`src/rtl/uart_tx_pkg.sv`:
```
package uart_tx_pkg;
    typedef enum logic [1:0] {
        REG_CTRL = 2'd0,
        REG_STAT = 2'd1,
        REG_DATA = 2'd2,
        REG_NONE = 2'd3
    } reg_sel_e;

    localparam int CTRL_TE_BIT  = 0;
    localparam int CTRL_TIE_BIT = 1;
endpackage

```
`src/rtl/uart_tx_regs.sv`:
```
module uart_tx_regs
    import uart_tx_pkg::*;
#(
    parameter int DATA_W = 8
) (
    input  logic              clk,
    input  logic              rst_n,
    input  logic              wr,
    input  logic              rd,
    input  logic [1:0]        addr,
    input  logic [DATA_W-1:0] wdata,
    input  logic              shift_idle,
    input  logic              frame_done,
    output logic              te,
    output logic              tie,
    output logic              empty,
    output logic              tc,
    output logic              armed,
    output logic [DATA_W-1:0] hold,
    output logic              load
);
    typedef struct packed {
        logic              te;
        logic              tie;
        logic              armed;
        logic              empty;
        logic              tc;
        logic [DATA_W-1:0] hold;
    } regs_t;

    regs_t q, d;
    logic  wr_ctrl, rd_stat, wr_data, clr_write;

    always_comb begin
        d         = q;
        wr_ctrl   = wr && (addr == REG_CTRL);
        rd_stat   = rd && (addr == REG_STAT);
        wr_data   = wr && (addr == REG_DATA);
        clr_write = wr_data && q.empty && q.armed;
        load      = q.te && !q.empty && shift_idle;

        if (wr_ctrl) begin
            d.te  = wdata[CTRL_TE_BIT];
            d.tie = wdata[CTRL_TIE_BIT];
        end
        if (rd_stat) begin
            d.armed = q.empty;
        end
        if (wr_data) begin
            d.armed = 1'b0;
            if (q.empty) begin
                d.hold = wdata;
            end
        end
        if (clr_write) begin
            d.empty = 1'b0;
        end
        if (load) begin
            d.empty = 1'b1;
        end
        if (frame_done && q.empty) begin
            d.tc = 1'b1;
        end
        if (clr_write) begin
            d.tc = 1'b0;
        end
    end

    always_ff @(posedge clk or negedge rst_n) begin
        if (!rst_n) begin
            q <= '{te: 1'b0, tie: 1'b0, armed: 1'b0, empty: 1'b1, tc: 1'b1,
                   hold: '0};
        end else begin
            q <= d;
        end
    end

    assign te    = q.te;
    assign tie   = q.tie;
    assign empty = q.empty;
    assign tc    = q.tc;
    assign armed = q.armed;
    assign hold  = q.hold;
endmodule

```
`src/rtl/uart_tx_shift.sv`:
```
module uart_tx_shift #(
    parameter int DATA_W = 8
) (
    input  logic              clk,
    input  logic              rst_n,
    input  logic              load,
    input  logic [DATA_W-1:0] data,
    input  logic              tick,
    output logic              idle,
    output logic              done,
    output logic              txd
);
    localparam int FRAME_W = DATA_W + 2;
    localparam int CNT_W   = $clog2(FRAME_W);
    localparam logic [CNT_W-1:0] LAST = CNT_W'(FRAME_W - 1);

    typedef struct packed {
        logic               busy;
        logic [CNT_W-1:0]   cnt;
        logic [FRAME_W-1:0] sh;
    } shift_t;

    shift_t q, d;

    always_comb begin
        d    = q;
        done = q.busy && tick && (q.cnt == LAST);
        if (load && !q.busy) begin
            d.busy = 1'b1;
            d.cnt  = '0;
            d.sh   = {1'b1, data, 1'b0};
        end else if (q.busy && tick) begin
            if (done) begin
                d.busy = 1'b0;
            end else begin
                d.sh  = {1'b1, q.sh[FRAME_W-1:1]};
                d.cnt = q.cnt + 1'b1;
            end
        end
    end

    always_ff @(posedge clk or negedge rst_n) begin
        if (!rst_n) begin
            q <= '{busy: 1'b0, cnt: '0, sh: '1};
        end else begin
            q <= d;
        end
    end

    assign idle = !q.busy;
    assign txd  = q.busy ? q.sh[0] : 1'b1;
endmodule

```
`src/rtl/uart_tx_dbuf.sv`:
```
module uart_tx_dbuf
    import uart_tx_pkg::*;
#(
    parameter int DATA_W = 8
) (
    input  logic              clk,
    input  logic              rst_n,
    input  logic              bus_wr,
    input  logic              bus_rd,
    input  logic [1:0]        bus_addr,
    input  logic [DATA_W-1:0] bus_wdata,
    output logic [DATA_W-1:0] bus_rdata,
    input  logic              baud_tick,
    output logic              txd,
    output logic              irq
);
    localparam int PAD_W = DATA_W - 2;

    logic              te, tie, empty_flag, tc_flag, armed, load;
    logic              shift_idle, frame_done;
    logic [DATA_W-1:0] hold;

    uart_tx_regs #(.DATA_W(DATA_W)) u_regs (
        .clk        (clk),
        .rst_n      (rst_n),
        .wr         (bus_wr),
        .rd         (bus_rd),
        .addr       (bus_addr),
        .wdata      (bus_wdata),
        .shift_idle (shift_idle),
        .frame_done (frame_done),
        .te         (te),
        .tie        (tie),
        .empty      (empty_flag),
        .tc         (tc_flag),
        .armed      (armed),
        .hold       (hold),
        .load       (load)
    );

    uart_tx_shift #(.DATA_W(DATA_W)) u_shift (
        .clk   (clk),
        .rst_n (rst_n),
        .load  (load),
        .data  (hold),
        .tick  (baud_tick),
        .idle  (shift_idle),
        .done  (frame_done),
        .txd   (txd)
    );

    always_comb begin
        bus_rdata = '0;
        if (bus_rd) begin
            unique case (bus_addr)
                REG_CTRL: bus_rdata = {{PAD_W{1'b0}}, tie, te};
                REG_STAT: bus_rdata = {empty_flag, tc_flag, {PAD_W{1'b0}}};
                default:  bus_rdata = '0;
            endcase
        end
    end

    assign irq = empty_flag && tie;
endmodule

```
`config.mk`:
```
export PLATFORM = sky130hd
export DESIGN_NAME = uart_tx_dbuf
export DESIGN_NICKNAME = d
export VERILOG_FILES = /design/src/rtl/uart_tx_pkg.sv /design/src/rtl/uart_tx_regs.sv /design/src/rtl/uart_tx_shift.sv /design/src/rtl/uart_tx_dbuf.sv
export SDC_FILE = /design/constraint.sdc
export NUM_CORES = 1
export LEC_CHECK = 0
export ABC_AREA = 1
export ABC_CLOCK_PERIOD_IN_PS = 3200
export CAP_MARGIN = 10
export CORE_UTILIZATION = 65
export DETAILED_ROUTE_END_ITERATION = 16
export DONT_BUFFER_PORTS = 1
export GPL_TIMING_DRIVEN = 1
export HOLD_SLACK_MARGIN = 0.06
export PLACE_DENSITY = 0.81
export SYNTH_ARGS = -nofsm -noshare
export SYNTH_HDL_FRONTEND = slang
export SYNTH_SLANG_ARGS = --single-unit
```
`constraint.sdc`:
```
create_clock -name clk -period 3.2 [get_ports clk]
set_input_delay 0.32 -clock clk [delete_from_list [all_inputs] [get_ports clk]]
set_output_delay 0.32 -clock clk [all_outputs]
set_load 0.01 [all_outputs]
```
# --- Word-level counts from Yosys, hierarchy flattened ---
# Cells that the tools add are included.
op_classes:
  eq_ne: 4
  addsub: 1
  muxes: 13
  n_reduce_logical: 23
op_table:
  columns: ["op", "count"]
  rows:
  - ["2-to-1 mux 15 bit", 2]
  - ["case mux 8 bit (2 select lines)", 1]
  - ["2-to-1 mux 14 bit", 1]
  - ["logical AND 1 bit", 12]
  - ["nonzero test 2 bit", 5]
  - ["2-to-1 mux 1 bit", 8]
  - ["2-to-1 mux 8 bit", 1]
  - ["AND reduction 2 bit", 3]
  - ["adder 4 x 1 -> 4 bit (second input constant)", 1]
  - ["equality test 4 bit (second input constant)", 1]
  - ["equality test 2 x 1 -> 1 bit (second input constant)", 1]
  - ["equality test 2 bit (second input constant)", 1]
  - ["logical NOT 1 bit", 2]
  - ["logical NOT 2 bit", 1]
  - ["inequality test 2 x 1 -> 1 bit (second input constant)", 1]
totals:
  wordCells: 50
  out_inout_bits: 10
  register_bits: 28
  inputBits: 15

# --- Logic depth before layout (Yosys ltp) ---
depth:
  depth_word: 6
  mapped_depth: 7
  depth_no_buf: 7

# --- Hierarchy ---
# Synthesis repeated with hierarchy kept, for this count alone.
hier_totals:
  cells_unflattened: 184
  hier_area_um2: 1460.2
modules_own_cells:
  columns: ["mod", "seq_area_each_um2", "cells_each", "area_per_inst_um2", "instances"]
  rows:
  - ["uart_tx_shift", 361.6, 101, 805.8, 1]
  - ["uart_tx_regs", 327.8, 64, 568.0, 1]
  - ["uart_tx_dbuf", 0.0, 19, 86.3, 1]

# --- Worst setup path after synthesis ---
# Ideal clock, no wire load.
synth_path:
  path_type: "reg-to-reg"
  from: "reg u_shift.q[10] in the netlist's numbering"
  to: "reg u_shift.q[10] in the netlist's numbering"
  path_slack_ns: 2.013
  arrival_time_ns: 1.069
  setup_ns: 0.118
  path_buffers: 1
  path_stages_with_launch: 7
  required_ns: 3.082
  period_less_slack_ns: 1.187
  path_cell_list: "dfrtp_1 -> ha_1 -> nand3_2 -> nand2_4 -> buf_6 -> nand3_1 -> nand2_1"
synth_via:
  elab_chain_len: 4
  word_cells_on_any_way: 8
  classes_between: "1 x add/sub; 2 x eq/ne; 3 x mux; 2 x reduce/logical"
synth_rtl:
  columns: ["item", "line_no", "source"]
  rows:
  - ["from (decl)", "uart_tx_shift.sv:23", "shift_t q, d;"]
  - ["from (signal assigned)", "uart_tx_shift.sv:44", "q <= '{busy: 1'b0, cnt: '0, sh: '1};"]
  - ["adder 4 x 1 -> 4 bit or equality test 4 bit (tied branches)", "uart_tx_shift.sv:37, uart_tx_shift.sv:27", null]
  - ["2-to-1 mux 14 bit or logical AND 1 bit (tied branches)", "uart_tx_shift.sv:33, uart_tx_shift.sv:27", null]
  - ["2-to-1 mux 15 bit or inequality test 2 x 1 -> 1 bit (tied branches)", null, null]
  - ["2-to-1 mux 15 bit or AND reduction 2 bit (tied branches)", null, null]
# Parallel ways exist; a longest one is shown, timed or not. The select of a mux whose other input is x is not followed.
# A chain may end at the register's enable or synchronous reset.

# --- Final worst setup path ---
layout_path:
  from: "reg u_regs.q (netlist bit u_regs.empty)"
  to: "out bus_rdata[7]"
layout_via:
  elab_chain_len: 2
layout_rtl:
  columns: ["item", "line_no", "source"]
  rows:
  - ["from (decl)", "uart_tx_regs.sv:31", "regs_t q, d;"]
  - ["from (signal assigned)", "uart_tx_regs.sv:71", "q <= '{te: 1'b0, tie: 1'b0, armed: 1'b0, empty: 1'b1, tc: 1'b1,"]
  - ["case mux 8 bit (2 select lines)", "uart_tx_dbuf.sv:55", "unique case (bus_addr)"]
  - ["2-to-1 mux 8 bit", "uart_tx_dbuf.sv:54", "if (bus_rd) begin"]
  - ["to (decl)", "uart_tx_dbuf.sv:12", "output logic [DATA_W-1:0] bus_rdata,"]
# Every way passes these cells.

==> results.sh <==
export IMPL_outcome="complete, no violations"
export IMPL_cp_data_required_time_ns=2.88
export IMPL_drt_wirelength_per_cell_um=11.8
export IMPL_reg2reg_slack_ns=1.77
export IMPL_yosys_warnings=0
export IMPL_synth_top_family_by_area="simple AND/OR/NAND/NOR gates"
export IMPL_io_buffers=0
export IMPL_yosysUniqueCellTypes=22
export IMPL_fp_dieArea_mm2=0.00233
export IMPL_nets=190
export IMPL_drt_pass1_iter_count=4
export IMPL_syn_inst=171
export IMPL_grt_pass1_wl_um=3650
export IMPL_power_switching_uw=495
export IMPL_die_h_um=48.2
export IMPL_place_congestion=0.802
export IMPL_grtUsageTotal=0.229
export IMPL_critPathKind="reg2out"
export IMPL_fmax_mhz=639
export IMPL_synth_simple_area_share=0.348
export IMPL_cts_tree="built"
export IMPL_dpl_hpwl_um=1720
export IMPL_syn_area_per_cell_um2=8.12
export IMPL_critPathCaptureType="output pin"
export IMPL_io_pins=25
export IMPL_fin_cells=199
export IMPL_crit_slowest_cell="dfstp_2"
export IMPL_grt_pass1_vias=869
export IMPL_clk_pin_slew_ns=0.14
export IMPL_drt_iter0_drc=23
export IMPL_pwr_share_comb=0.361
export IMPL_setup_viol=0
export IMPL_intPower_uw=748
export IMPL_synth_compound_area_share=0.0387
export IMPL_ir_drop_v=0.000544
export IMPL_area_growth_pct=2.61
export IMPL_final_common_cell="nand2_1"
export IMPL_cts_setup_buffers=0
export IMPL_ant_nets=0
export IMPL_cts_root_buf="clkbuf_4"
export IMPL_cts_buffer_depth=2
export IMPL_die_w_um=48.2
export IMPL_cts_sinks=27
export IMPL_synth_xor_area_share=0.00631
export IMPL_crit_family="flip-flops"
export IMPL_r2r_end="u_shift.q[7]$_DFFE_PN1P_"
export IMPL_p_sw_frac=0.398
export IMPL_worstHoldPathType="in2reg"
export IMPL_hold_depth=2
export IMPL_dp_cells=193
export IMPL_clk_latency_ns=0.31
export IMPL_whs_endpoint="u_regs.hold[7]$_DFFE_PN0P_"
export IMPL_antenna_found_initial=0
export IMPL_cp_max_fo=10
export IMPL_numCtsBuffers=3
export IMPL_grt_ovfl_total=0
export IMPL_slew_violations=0
export IMPL_arrival_ns=1.25
export IMPL_synth_adder_area_share=0.0180
export IMPL_cp_cell_sequence="inv_2 > nor2_1"
export IMPL_clkPwrFrac=0.114
export IMPL_cp_num_buf_inv=1
export IMPL_period_needed_ns=1.57
export IMPL_rsz0062_at_grt="false"
export IMPL_power_leakage_nw=0.746
export IMPL_core_area_mm2=0.00198
export IMPL_netlist_area_mm2=0.00139
export IMPL_rr_worst_depth=7
export IMPL_core_rowCount=16
export IMPL_final_cell_mix="nand2_1, nand3_1, dfrtp_1, inv_1, dfstp_2"
export IMPL_floorplan_initialDensity=0.701
export IMPL_utilization=0.719
export IMPL_finalCritPeriodShare=0.489
export IMPL_pwr_share_seq=0.525
export IMPL_muxShareOfSynthArea=0
export IMPL_hold_viol_final=0
export IMPL_p_per_area_mw_per_mm2=872
export IMPL_vias_per_cell=5.40
export IMPL_totalWireLength_um=2350
export IMPL_holdCritStartpoint="bus_wdata[7]"
export IMPL_num_vias=1074
export IMPL_grt_max_degree=28
export IMPL_yosysSeqAreaShare=0.496
export IMPL_max_stage_delay_ns=0.61
export IMPL_htreeDepth=1
export IMPL_synth_seq_cells=27
export IMPL_finalPower_mw=1.24
export IMPL_fin_skew_ns=0.00297
export IMPL_drive_gt1_frac=0.140
export IMPL_r2r_start="u_shift.q[11]$_DFFE_PN0P_"
export IMPL_drc=0
export IMPL_tns_ns=0
export IMPL_critPathLaunchType="register"
export IMPL_num_antenna_cells=0
export IMPL_cap_violations=0
==> power groups by stage <==
stage	sequential [mW]	clock, mW	combinational [mW]
4_1_cts	0.651	0.145	0.452
5_1_grt	0.674	0.155	0.526
3_5_place_dp	0.658	0	0.436
2_1_floorplan	0.622	0	0.399
6_report	0.653	0.142	0.448
3_3_place_gp	0.649	0	0.419
==> what timing repair did <==
item	CTS	global route
hold endpoints to repair	27	0
hold buffers	2	0
resized for setup	0	0
==> area by class of cell <==
type | count | area, um^2
clock buffers | 4 | 26.3
fillers | 146 | 557
flip-flops and latches | 27 | 689
well taps | 27 | 33.8
multi-input cells | 123 | 586
repair buffers | 2 | 30.0
inverters | 16 | 60.1
==> routing by layer <==
metal	GRT usage	share of wire	vias up	wire length (um)
met5	0	0	-	0
met1	0.308	0.47	503	1100
met3	0.0370	0.037	2	87
met4	0.0667	0.0068	0	16
li1	-	-	544	-
met2	0.381	0.49	25	1150
==> worst max path at each step <==
stage	endpoint	slack [ns]	cells after the start	start
3_5_place_dp	u_shift.q[3]$_DFFE_PN1P_	1.81	7	u_shift.q[11]$_DFFE_PN0P_
4_1_cts	bus_rdata[7]	1.63	2	u_regs.empty$_DFFE_PN1P_
2_1_floorplan	u_shift.q[10]$_DFFE_PN0P_	2.01	6	u_shift.q[10]$_DFFE_PN0P_
5_1_grt	bus_rdata[7]	1.57	2	u_regs.empty$_DFFE_PN1P_
3_3_place_gp	u_shift.q[2]$_DFFE_PN1P_	1.87	7	u_shift.q[11]$_DFFE_PN0P_
6_report	bus_rdata[7]	1.63	2	u_regs.empty$_DFFE_PN1P_
==> metrics by stage <==
step | hold WS, ns | cell area (um^2) | setup slack, ns
2_1_floorplan | 0.0244 | 1400 | 2.01
3_3_place_gp | 0.0250 | 1370 | 1.87
3_5_place_dp | 0.0250 | 1370 | 1.81
4_1_cts | 0.103 | 1430 | 1.63
5_1_grt | 0.0926 | 1430 | 1.57
6_report | 0.107 | 1430 | 1.63
==> cells by family (layout without fill, tap and decap cells) <==
group | after synthesis | in the layout
other cells | 1 | 4
xor+xnor | 1 | 1
simple gates | 106 | 106
buf+inv | 24 | 22
fa+ha+maj | 2 | 2
flops | 27 | 27
compound gates | 10 | 10
==> synth_stat cells <==
master / count / share of area
o21ai_0: 6 / 0.022
nand3_2: 1 / 0.0072
a21oi_1: 3 / 0.011
nor2_1: 10 / 0.027
conb_1: 1 / 0.0027
nand2_1: 63 / 0.17
buf_2: 1 / 0.0036
buf_4: 5 / 0.027
nand2_4: 1 / 0.0081
o21ai_2: 1 / 0.0063
dfstp_2: 11 / 0.21
nand4_2: 1 / 0.0090
dfrtp_1: 16 / 0.29
xnor2_1: 1 / 0.0063
nand3_1: 19 / 0.068
inv_1: 13 / 0.035
or2_2: 1 / 0.0045
buf_6: 2 / 0.016
inv_2: 3 / 0.0081
nand3_4: 1 / 0.013
ha_1: 2 / 0.018
nand4_1: 9 / 0.041
==> state kept, by name, indices dropped and copies added, names as in the netlist <==
register / count
u_regs.tie: 1
u_shift.q: 14
u_regs.te: 1
u_regs.armed: 1
u_regs.hold: 8
u_regs.empty: 1
u_regs.tc: 1
Power figures use the tool's default switching activity.
